==> config.mk <==
export PLATFORM = sky130hd
export DESIGN_NAME = lm_miss_tracker
export DESIGN_NICKNAME = d
export VERILOG_FILES = /design/src/rtl/lm_pkg.sv /design/src/rtl/lm_entry.sv /design/src/rtl/lm_req_queue.sv /design/src/rtl/lm_miss_tracker.sv
export SDC_FILE = /design/constraint.sdc
export NUM_CORES = 1
export LEC_CHECK = 0
export ABC_AREA = 1
export CAP_MARGIN = 0
export CELL_PAD_IN_SITES_DETAIL_PLACEMENT = 1
export CELL_PAD_IN_SITES_GLOBAL_PLACEMENT = 2
export CORE_UTILIZATION = 36
export DETAILED_ROUTE_END_ITERATION = 12
export PLACE_DENSITY_LB_ADDON = 0.1
export SETUP_SLACK_MARGIN = 0.3
export SYNTH_ARGS = -nofsm -noshare
export SYNTH_HDL_FRONTEND = slang
export SYNTH_SLANG_ARGS = --single-unit
==> constraint.sdc <==
create_clock -name clk -period 6.1 [get_ports clk]
set_clock_uncertainty 0.05 [all_clocks]
set_input_delay 1.22 -clock clk [delete_from_list [all_inputs] [get_ports clk]]
set_output_delay 1.22 -clock clk [all_outputs]
set_load 0.02 [all_outputs]
==> src/rtl/lm_pkg.sv <==
package lm_pkg;
    localparam int ADDR_W_DEF    = 32;
    localparam int OFF_W_DEF     = 6;
    localparam int NUM_LOADS_DEF = 48;
    localparam int NUM_ENT_DEF   = 4;

    typedef enum logic [1:0] {
        ACT_IDLE  = 2'd0,
        ACT_ALLOC = 2'd1,
        ACT_MERGE = 2'd2,
        ACT_FREE  = 2'd3
    } ent_act_e;

    function automatic int safe_clog2(input int n);
        return (n < 2) ? 1 : $clog2(n);
    endfunction
endpackage

==> src/rtl/lm_entry.sv <==
module lm_entry #(
    parameter int LINE_W    = 26,
    parameter int NUM_LOADS = 48
) (
    input  logic                   clk,
    input  logic                   rst,
    input  lm_pkg::ent_act_e       act,
    input  logic [LINE_W-1:0]      line_in,
    input  logic [NUM_LOADS-1:0]   bit_in,
    output logic                   valid,
    output logic [LINE_W-1:0]      line,
    output logic [NUM_LOADS-1:0]   waiters
);
    import lm_pkg::*;

    always_ff @(posedge clk) begin
        if (rst) begin
            valid   <= 1'b0;
            line    <= '0;
            waiters <= '0;
        end else begin
            unique case (act)
                ACT_ALLOC: begin
                    valid   <= 1'b1;
                    line    <= line_in;
                    waiters <= bit_in;
                end
                ACT_MERGE: waiters <= waiters | bit_in;
                ACT_FREE: begin
                    valid   <= 1'b0;
                    waiters <= '0;
                end
                default: ;
            endcase
        end
    end

    // a slot may only be freed or merged into while it is live
    assert_act_on_live_R4: assert property (@(posedge clk) disable iff (rst)
        (act == ACT_FREE || act == ACT_MERGE) |-> valid);
    // allocation only into an empty slot
    assert_alloc_empty_R6: assert property (@(posedge clk) disable iff (rst)
        (act == ACT_ALLOC) |-> !valid);
endmodule

==> src/rtl/lm_req_queue.sv <==
module lm_req_queue #(
    parameter int DEPTH = 4,
    parameter int IDX_W = 2
) (
    input  logic             clk,
    input  logic             rst,
    input  logic             push,
    input  logic [IDX_W-1:0] push_idx,
    input  logic             pop,
    output logic             not_empty,
    output logic [IDX_W-1:0] head_idx
);
    localparam int CNT_W = $clog2(DEPTH + 1);

    logic [IDX_W-1:0] slots [DEPTH];
    logic [IDX_W-1:0] wr_ptr, rd_ptr;
    logic [CNT_W-1:0] count;
    logic             do_pop;

    assign not_empty = (count != '0);
    assign head_idx  = slots[rd_ptr];
    assign do_pop    = pop && not_empty;

    function automatic logic [IDX_W-1:0] bump(input logic [IDX_W-1:0] p);
        return (p == IDX_W'(DEPTH - 1)) ? '0 : p + 1'b1;
    endfunction

    always_ff @(posedge clk) begin
        if (rst) begin
            wr_ptr <= '0;
            rd_ptr <= '0;
            count  <= '0;
            for (int i = 0; i < DEPTH; i++) slots[i] <= '0;
        end else begin
            if (push) begin
                slots[wr_ptr] <= push_idx;
                wr_ptr        <= bump(wr_ptr);
            end
            if (do_pop) rd_ptr <= bump(rd_ptr);
            count <= count + CNT_W'(push) - CNT_W'(do_pop);
        end
    end

    // the request order store never overflows
    assert_no_overflow_R8: assert property (@(posedge clk) disable iff (rst)
        push |-> (count != CNT_W'(DEPTH)) || do_pop);
endmodule

==> src/rtl/lm_miss_tracker.sv <==
module lm_miss_tracker #(
    parameter int ADDR_W    = lm_pkg::ADDR_W_DEF,
    parameter int OFF_W     = lm_pkg::OFF_W_DEF,
    parameter int NUM_LOADS = lm_pkg::NUM_LOADS_DEF,
    parameter int NUM_ENT   = lm_pkg::NUM_ENT_DEF,
    localparam int LINE_W   = ADDR_W - OFF_W,
    localparam int LBI_W    = lm_pkg::safe_clog2(NUM_LOADS),
    localparam int IDX_W    = lm_pkg::safe_clog2(NUM_ENT)
) (
    input  logic                 clk,
    input  logic                 rst,
    input  logic                 miss_valid,
    input  logic [ADDR_W-1:0]    miss_addr,
    input  logic [LBI_W-1:0]     miss_lbi,
    output logic                 stall,
    output logic                 up_req_valid,
    input  logic                 up_req_ready,
    output logic [LINE_W-1:0]    up_req_line,
    input  logic                 fill_valid,
    input  logic [LINE_W-1:0]    fill_line,
    output logic [NUM_LOADS-1:0] done_mask
);
    import lm_pkg::*;

    logic [NUM_ENT-1:0]   ent_valid;
    logic [LINE_W-1:0]    ent_line    [NUM_ENT];
    logic [NUM_LOADS-1:0] ent_waiters [NUM_ENT];
    ent_act_e             ent_act     [NUM_ENT];

    logic [NUM_ENT-1:0]   hit_vec, fill_vec, merge_vec, alloc_vec;
    logic [LINE_W-1:0]    miss_line;
    logic [NUM_LOADS-1:0] lbi_bit;
    logic                 accept, any_hit, alloc_go;
    logic [IDX_W-1:0]     alloc_idx, head_idx;

    assign miss_line = miss_addr[ADDR_W-1:OFF_W];
    assign lbi_bit   = NUM_LOADS'(1) << miss_lbi;
    assign stall     = &ent_valid;
    assign accept    = miss_valid && !stall;
    assign any_hit   = |hit_vec;
    assign alloc_go  = accept && !any_hit;

    always_comb begin
        alloc_idx = '0;
        for (int i = NUM_ENT - 1; i >= 0; i--)
            if (!ent_valid[i]) alloc_idx = IDX_W'(i);
    end

    always_comb begin
        done_mask = '0;
        for (int i = 0; i < NUM_ENT; i++) begin
            hit_vec[i]   = ent_valid[i] && (ent_line[i] == miss_line);
            fill_vec[i]  = fill_valid && ent_valid[i] && (ent_line[i] == fill_line);
            merge_vec[i] = accept && hit_vec[i];
            alloc_vec[i] = alloc_go && (alloc_idx == IDX_W'(i));
            if (fill_vec[i])
                done_mask = done_mask | ent_waiters[i] | (merge_vec[i] ? lbi_bit : '0);
        end
    end

    generate
        for (genvar g = 0; g < NUM_ENT; g++) begin : g_ent
            always_comb begin
                if (fill_vec[g])       ent_act[g] = ACT_FREE;
                else if (alloc_vec[g]) ent_act[g] = ACT_ALLOC;
                else if (merge_vec[g]) ent_act[g] = ACT_MERGE;
                else                   ent_act[g] = ACT_IDLE;
            end

            lm_entry #(.LINE_W(LINE_W), .NUM_LOADS(NUM_LOADS)) i_entry (
                .clk     (clk),
                .rst     (rst),
                .act     (ent_act[g]),
                .line_in (miss_line),
                .bit_in  (lbi_bit),
                .valid   (ent_valid[g]),
                .line    (ent_line[g]),
                .waiters (ent_waiters[g])
            );
        end
    endgenerate

    lm_req_queue #(.DEPTH(NUM_ENT), .IDX_W(IDX_W)) i_queue (
        .clk       (clk),
        .rst       (rst),
        .push      (alloc_go),
        .push_idx  (alloc_idx),
        .pop       (up_req_ready),
        .not_empty (up_req_valid),
        .head_idx  (head_idx)
    );

    assign up_req_line = ent_line[head_idx];

    // ---------------- assertions ----------------
    logic dup_line;
    always_comb begin
        dup_line = 1'b0;
        for (int a = 0; a < NUM_ENT; a++)
            for (int b = a + 1; b < NUM_ENT; b++)
                if (ent_valid[a] && ent_valid[b] && ent_line[a] == ent_line[b])
                    dup_line = 1'b1;
    end

    // merging keeps every outstanding line in one slot only
    assert_unique_line_R3: assert property (@(posedge clk) disable iff (rst)
        !dup_line);
    // a request that is not taken stays put
    assert_req_hold_R8: assert property (@(posedge clk) disable iff (rst)
        (up_req_valid && !up_req_ready) |=> (up_req_valid && $stable(up_req_line)));
    // completions only appear alongside a fill
    assert_done_with_fill_R4: assert property (@(posedge clk) disable iff (rst)
        (done_mask != '0) |-> fill_valid);
    // occupancy never grows while stalled
    assert_no_growth_stalled_R6: assert property (@(posedge clk) disable iff (rst)
        stall |=> ($countones(ent_valid) <= $countones($past(ent_valid))));
endmodule

Word-level counts from Yosys, hierarchy flattened --
Memory sizes are Yosys's and may differ from the RTL's. A register that Yosys moved wholly into a read port is not among the register bits. Cells that the tools add are included.
Cells by class: equal/unequal tests 25, mux-type cells 47, reductions and logical operators 38, add/sub/neg operators 4, $lt $le $gt $ge 1, shift operators 1, bitwise logic cells 12
Operators with widths (count):
- case mux 48 bit (3 select lines) | 4
- bitwise OR 48 bit | 11
- 2-to-1 mux 48 bit | 8
- == test 26 bit | 8
- binary-select mux 26 bit (select 2 bit) | 1
- 2-to-1 mux 26 bit | 2
- << shifter 1 x 6 -> 48 bit, first input constant | 1
- 2-to-1 mux 2 bit | 22
- == test 2 bit, second input constant | 12
- logical AND 1 bit | 23
- nonzero test 3 bit | 5
- == test 2 x 1 -> 1 bit, second input constant | 5
- case mux 1 bit (2 select lines) | 4
- nonzero test 2 bit | 4
- 2-to-1 mux 1 bit | 6
- adder 2 x 1 -> 2 bit, second input constant | 2
- AND reduction 4 bit | 1
- OR reduction 4 bit | 1
- adder 3 x 1 -> 3 bit | 1
- >= comparator 3 bit, second input constant | 1
- NOT 2 -> 3 bit | 1
- subtractor 3 x 1 -> 3 bit | 1
- logical NOT 1 bit | 2
- logical NOT 2 bit | 1
- OR reduction 2 bit | 1
Storage, ports and cells: bits of input ports 69, memories kept 1, flip-flop bits (word level) 307, logic and storage cells 144, output and inout bits 76, memory bits (writable) 8
Memory list:
- i_queue.slots | depth 4, width 2, rd ports 1, clocked after memory_dff 1, wr ports 4, line lm_req_queue.sv:15 | logic [IDX_W-1:0] slots [DEPTH];

Longest topological paths before layout --
depth after elaboration 16, mapped depth 18, mapped depth without buffers 17

Cells and area by module --
Synthesis repeated with hierarchy kept, for this count alone.
Unflattened totals: cells, all modules 3450, area total of the unflattened synthesis 20433.3 um^2
Modules (own cells, without submodules):
- lm_entry | area an instance 2668.8 um^2, times used 4, sequential area each 1501.4 um^2, cells each 328
- lm_miss_tracker | area an instance 8951.1 um^2, times used 1, sequential area each 0.0 um^2, cells each 2048
- lm_req_queue | area an instance 807.0 um^2, times used 1, sequential area each 420.4 um^2, cells each 90

Least setup slack after synthesis --
Ideal clock, no wire load.
path type input to output, start point input port fill_line[24], end point output port done_mask[28], data arrival time 2804 ps, path slack 2026 ps, stages 13, required time 4830 ps, path buffers 2, cells stage by stage buf_2 inv_1 nand2_1 nand4_1 nor3_1 nand2_1 nor2_1 nand3_4 inv_2 clkbuf_1 a22o_1 nor2_1 nand2_1
On the way: word-level cells in the longest chain between the ends 12, elaborated cells between the ends (all ways) 18, those cells by class 4 x eq/ne; 4 x mux; 6 x bitwise; 4 x reduce/logical
RTL lines:
- start, declared | line lm_miss_tracker.sv:20 | input logic [LINE_W-1:0] fill_line,
- == test 26 bit | line lm_miss_tracker.sv:53 | fill_vec[i] = fill_valid && ent_valid[i] && (ent_line[i] == fill_line);
- logical AND 1 bit | line lm_miss_tracker.sv:53
- 2-to-1 mux 48 bit | line lm_miss_tracker.sv:56 | if (fill_vec[i])
- bitwise OR 48 bit (2 in a row) | line lm_miss_tracker.sv:57 | done_mask = done_mask | ent_waiters[i] | (merge_vec[i] ? lbi_bit : '0);
- 2-to-1 mux 48 bit | line lm_miss_tracker.sv:56
- bitwise OR 48 bit (2 in a row) | line lm_miss_tracker.sv:57
- 2-to-1 mux 48 bit | line lm_miss_tracker.sv:56
- bitwise OR 48 bit (2 in a row) | line lm_miss_tracker.sv:57
- 2-to-1 mux 48 bit * | line lm_miss_tracker.sv:56
- end, declared | line lm_miss_tracker.sv:21 | output logic [NUM_LOADS-1:0] done_mask
Every way passes the cells marked *; elsewhere a longest branch is shown, timed or not.

Worst setup path after layout --
start point input port fill_line[11], end point output port done_mask[0]
The elaborated chain is that of the path after synthesis.

==> results.cfg <==
[run_status]
status = finished, final reports clean

[logic_synthesis]
yosys_register_bits = 317
synth_flop_cell = dfxtp_1
netlist-cell-type-count = 52
synth_compound_area_frac = 0.209
synth_xor_area_frac = 0.0185
synth_fp_nets = 3236
synth-seq-area-share = 0.315
synth_area_leaders = dfxtp_1, nand2_1, a21oi_1
synth_most_common_cell = nand2_1
yosys.area_share.adder = 0.00343
syn_avg_cell_area_um2 = 6.45
syn_area_um2 = 20400
synth_area_leader_cell = dfxtp_1
synthCells = 3162
synth_edf_count = 8
synth_top_family_by_area = simple AND/OR/NAND/NOR gates
synth.top_cells.by_count = nand2_1, a21oi_1, dfxtp_1, nand3_1, nor2_1
yosys.area_share.simple = 0.341
async_flop_share = 0
synth_top_area_share = 0.303
ys_warn_count = 0
synth_mux_area_frac = 0

[critical_path]
rr_worst_depth = 12
crit_path_start_kind = primary input
worstPathMaxFanout = 37
critPathSlowestCell = clkdlybuf4s50_1
cpLargestDelayFamily = buffers and inverters
end_kind = output pin
required_ns = 4.83
rrSetupSlack_ns = 2.24
cp.arrival_ns = 4.51
worstPathCellList = clkdlybuf4s50_1 > buf_4 > o22ai_1 > a21oi_1 > nand2_1 > nor2_1 > nand3_4 > inv_2 > buf_12 > a22o_1 > nor2_1 > nand2_1 > clkdlybuf4s50_1
max_stage_delay_ns = 0.67
timing.rr.start = g_ent[0].i_entry.line[15]$_SDFFE_PP0N_
reg2reg_to = g_ent[0].i_entry.waiters[30]$_SDFFE_PP0P_
worstSetupPathType = primary input to output pin
crit_buf_inv = 5

[clocking]
cts-root-buf = clkbuf_16
cts_setup_buffers = 0
clkSinkCount = 317
clk_pin_slew_ns = 0.06
hold_buffers = 0
htreeDepth = 2
cts_buffers = 42
clk_latency_ns = 0.59
cts_buffer_depth = 3
tritoncts = yes

[floorplan]
std_cell_rows = 86
die_y_um = 240
start_util = 0.368
die-area_um2 = 57600
core_area_um2 = 55500
io_pins = 145
fp.dieW_um = 240

[pwr]
intPower_w = 0.00414
pwr-share-seq = 0.346
pwr-share-clk = 0.398
max-vdd-ir-drop_mv = 0.223
swShare = 0.355
p_leak_nw = 9.61
power_density_nw_per_um2 = 267
combPwrFrac = 0.256
switchingPower_w = 0.00228

[drt]
drtIter0Drc = 1796
dr_total_vias = 24076
drt-total-wl_mm = 115
antenna_left = 0
drt-vias-per-instance = 6.01
drc = 0
wl_per_cell_um = 28.7
drtPass1Iterations = 6

[grt]
antenna_found_initial = 2
grt_pass1_vias = 24110
overflow = 0
grt_start_max_net_pins = 102
grtUsageTotal = 0.394
grt_pass1_wl_mm = 165

[cells_and_area]
filler_cell_count = 7191
area_growth_pct = 17.9
multi_input_area_um2 = 11800
final_core_util = 0.433
final_area_um2 = 24100
seqCellArea_um2 = 6430
drive_gt1_frac = 0.0925
nets = 3300

[worst_hold_path]
min_path_cells = 2
hp-class = flip-flop to flip-flop
min_to = g_ent[2].i_entry.waiters[47]$_SDFFE_PP0P_
min_from = g_ent[2].i_entry.waiters[47]$_SDFFE_PP0P_

[sta]
rsz0062_at_grt = false
maxSlewHeadroom = 0.351
fin_crit_sh = 0.948
tns_ns = 0
slew_viol_final = 0
hold_violations = 0
post-route-min-period_ns = 5.78
setup_viol_count_final = 0
max_clock_freq_mhz = 173
worst_pin_slew_ns = 0.973

[placed_design]
dpl_cell_area_um2 = 22600
io_buffers = 138
gp_congestion = 1.03
hpwlAfterDp_mm = 82.0

[flow_run]
maxCapViolCount = 0
-- area by class of cell --
| class | instances | share of cell area |
|---|---|---|
| Clock buffer | 65 | 0.0536 |
| Antenna cell | 1 | 0.000104 |
| Tap cell | 748 | 0.0389 |
| Clock inverter | 7 | 0.00369 |
| Inverter | 264 | 0.0414 |
| Sequential cell | 317 | 0.267 |
| Timing Repair Buffer | 260 | 0.106 |
| Multi-Input combinational cell | 2341 | 0.489 |
-- registers in the layout, indices dropped and copies added, names as in the netlist, named ones only --
register	flops
i_queue.rd_ptr	2
g_ent.i_entry.valid	4
g_ent.i_entry.line	104
i_queue.wr_ptr	2
g_ent.i_entry.waiters	192
i_queue.count	3
i_queue.slots	8
-- layout by cell type, fill, tap and decap left out, drive strengths merged, types with 4 or more instances in the layout --
master         instances
edfxtp                 8
o22ai                 49
clkbuf                65
ha                     4
or2                    4
xnor2                 22
clkdlybuf4s50        126
a22o                  91
clkinv                 8
nand3                335
nor2                 270
dfxtp                309
nand4                150
dlymetal6s2s           9
nor3                  33
nand3b                 6
buf                  123
inv                  261
o21ai                222
o2111ai                4
a21oi                342
a31oi                 27
nand2                748
xor2                  21
-- per-layer routing --
metal	vias up	global-route usage	wire, um	share of wire
li1	10810	-	-	-
met1	11934	0.457	44100	0.38
met2	1060	0.686	55900	0.49
met5	-	0	13	0.00011
met4	2	0.239	7780	0.068
met3	270	0.0526	7050	0.061
-- worst register-to-register path, stage by stage, from the launching register on --
cell	delay [ns]
dfxtp_1	0.35
inv_1	0.30
o22ai_1	0.66
nand3b_1	0.20
nor2_1	0.07
nand3_4	0.08
buf_12	0.14
buf_4	0.41
buf_4	0.71
nand3_2	0.23
buf_12	0.27
nand3_1	0.15
a21oi_1	0.09
-- worst max path at each step --
stage | to | slack [ns] | cells after the start | from
finish | done_mask[0] | 0.32 | 13 | fill_line[11]
global route | done_mask[4] | 0.30 | 14 | miss_addr[24]
global placement | done_mask[7] | 0.28 | 12 | miss_addr[10]
detailed placement | done_mask[7] | 0.20 | 12 | miss_addr[10]
floorplan | done_mask[28] | 2.03 | 13 | fill_line[24]
CTS | done_mask[7] | 0.35 | 14 | fill_line[23]
-- through the flow --
stage                     hold slack, ns  std cells  setup slack [ns]  total power, W
after global placement             0.409       3930             0.276         0.00384
final                              0.427       4003             0.316         0.00641
after floorplan                    0.378       3162              2.03         0.00307
after global routing               0.452       4003             0.303         0.00660
after detailed placement           0.418       3930             0.203         0.00387
after CTS                          0.429       4002             0.348         0.00640
-- power by group through the flow --
stage	Combinational [W]	Clock, W	Sequential (W)
floorplan	0.000843	0	0.00223
global placement	0.00159	0	0.00226
detailed placement	0.00161	0	0.00226
CTS	0.00161	0.00256	0.00222
global route	0.00171	0.00266	0.00222
finish	0.00164	0.00255	0.00222
-- timing repair --
| action | CTS | global route |
|---|---|---|
| endpoints found under the setup margin | 26 | 36 |
| gates resized for setup | 6 | 12 |
| pin swaps | 0 | 0 |
-- cells by family (layout without fill, tap and decap cells) --
kind of cell / Yosys count / after routing
DFF: 317 / 317
AOI/OAI and AO/OA: 742 / 742
and+or+nand+nor: 1551 / 1551
xor gates and xnor gates: 43 / 43
adders and majority gates: 5 / 5
buffers and inverters: 504 / 596
other: 0 / 1
No activity file was read; power rests on OpenSTA's default activity.
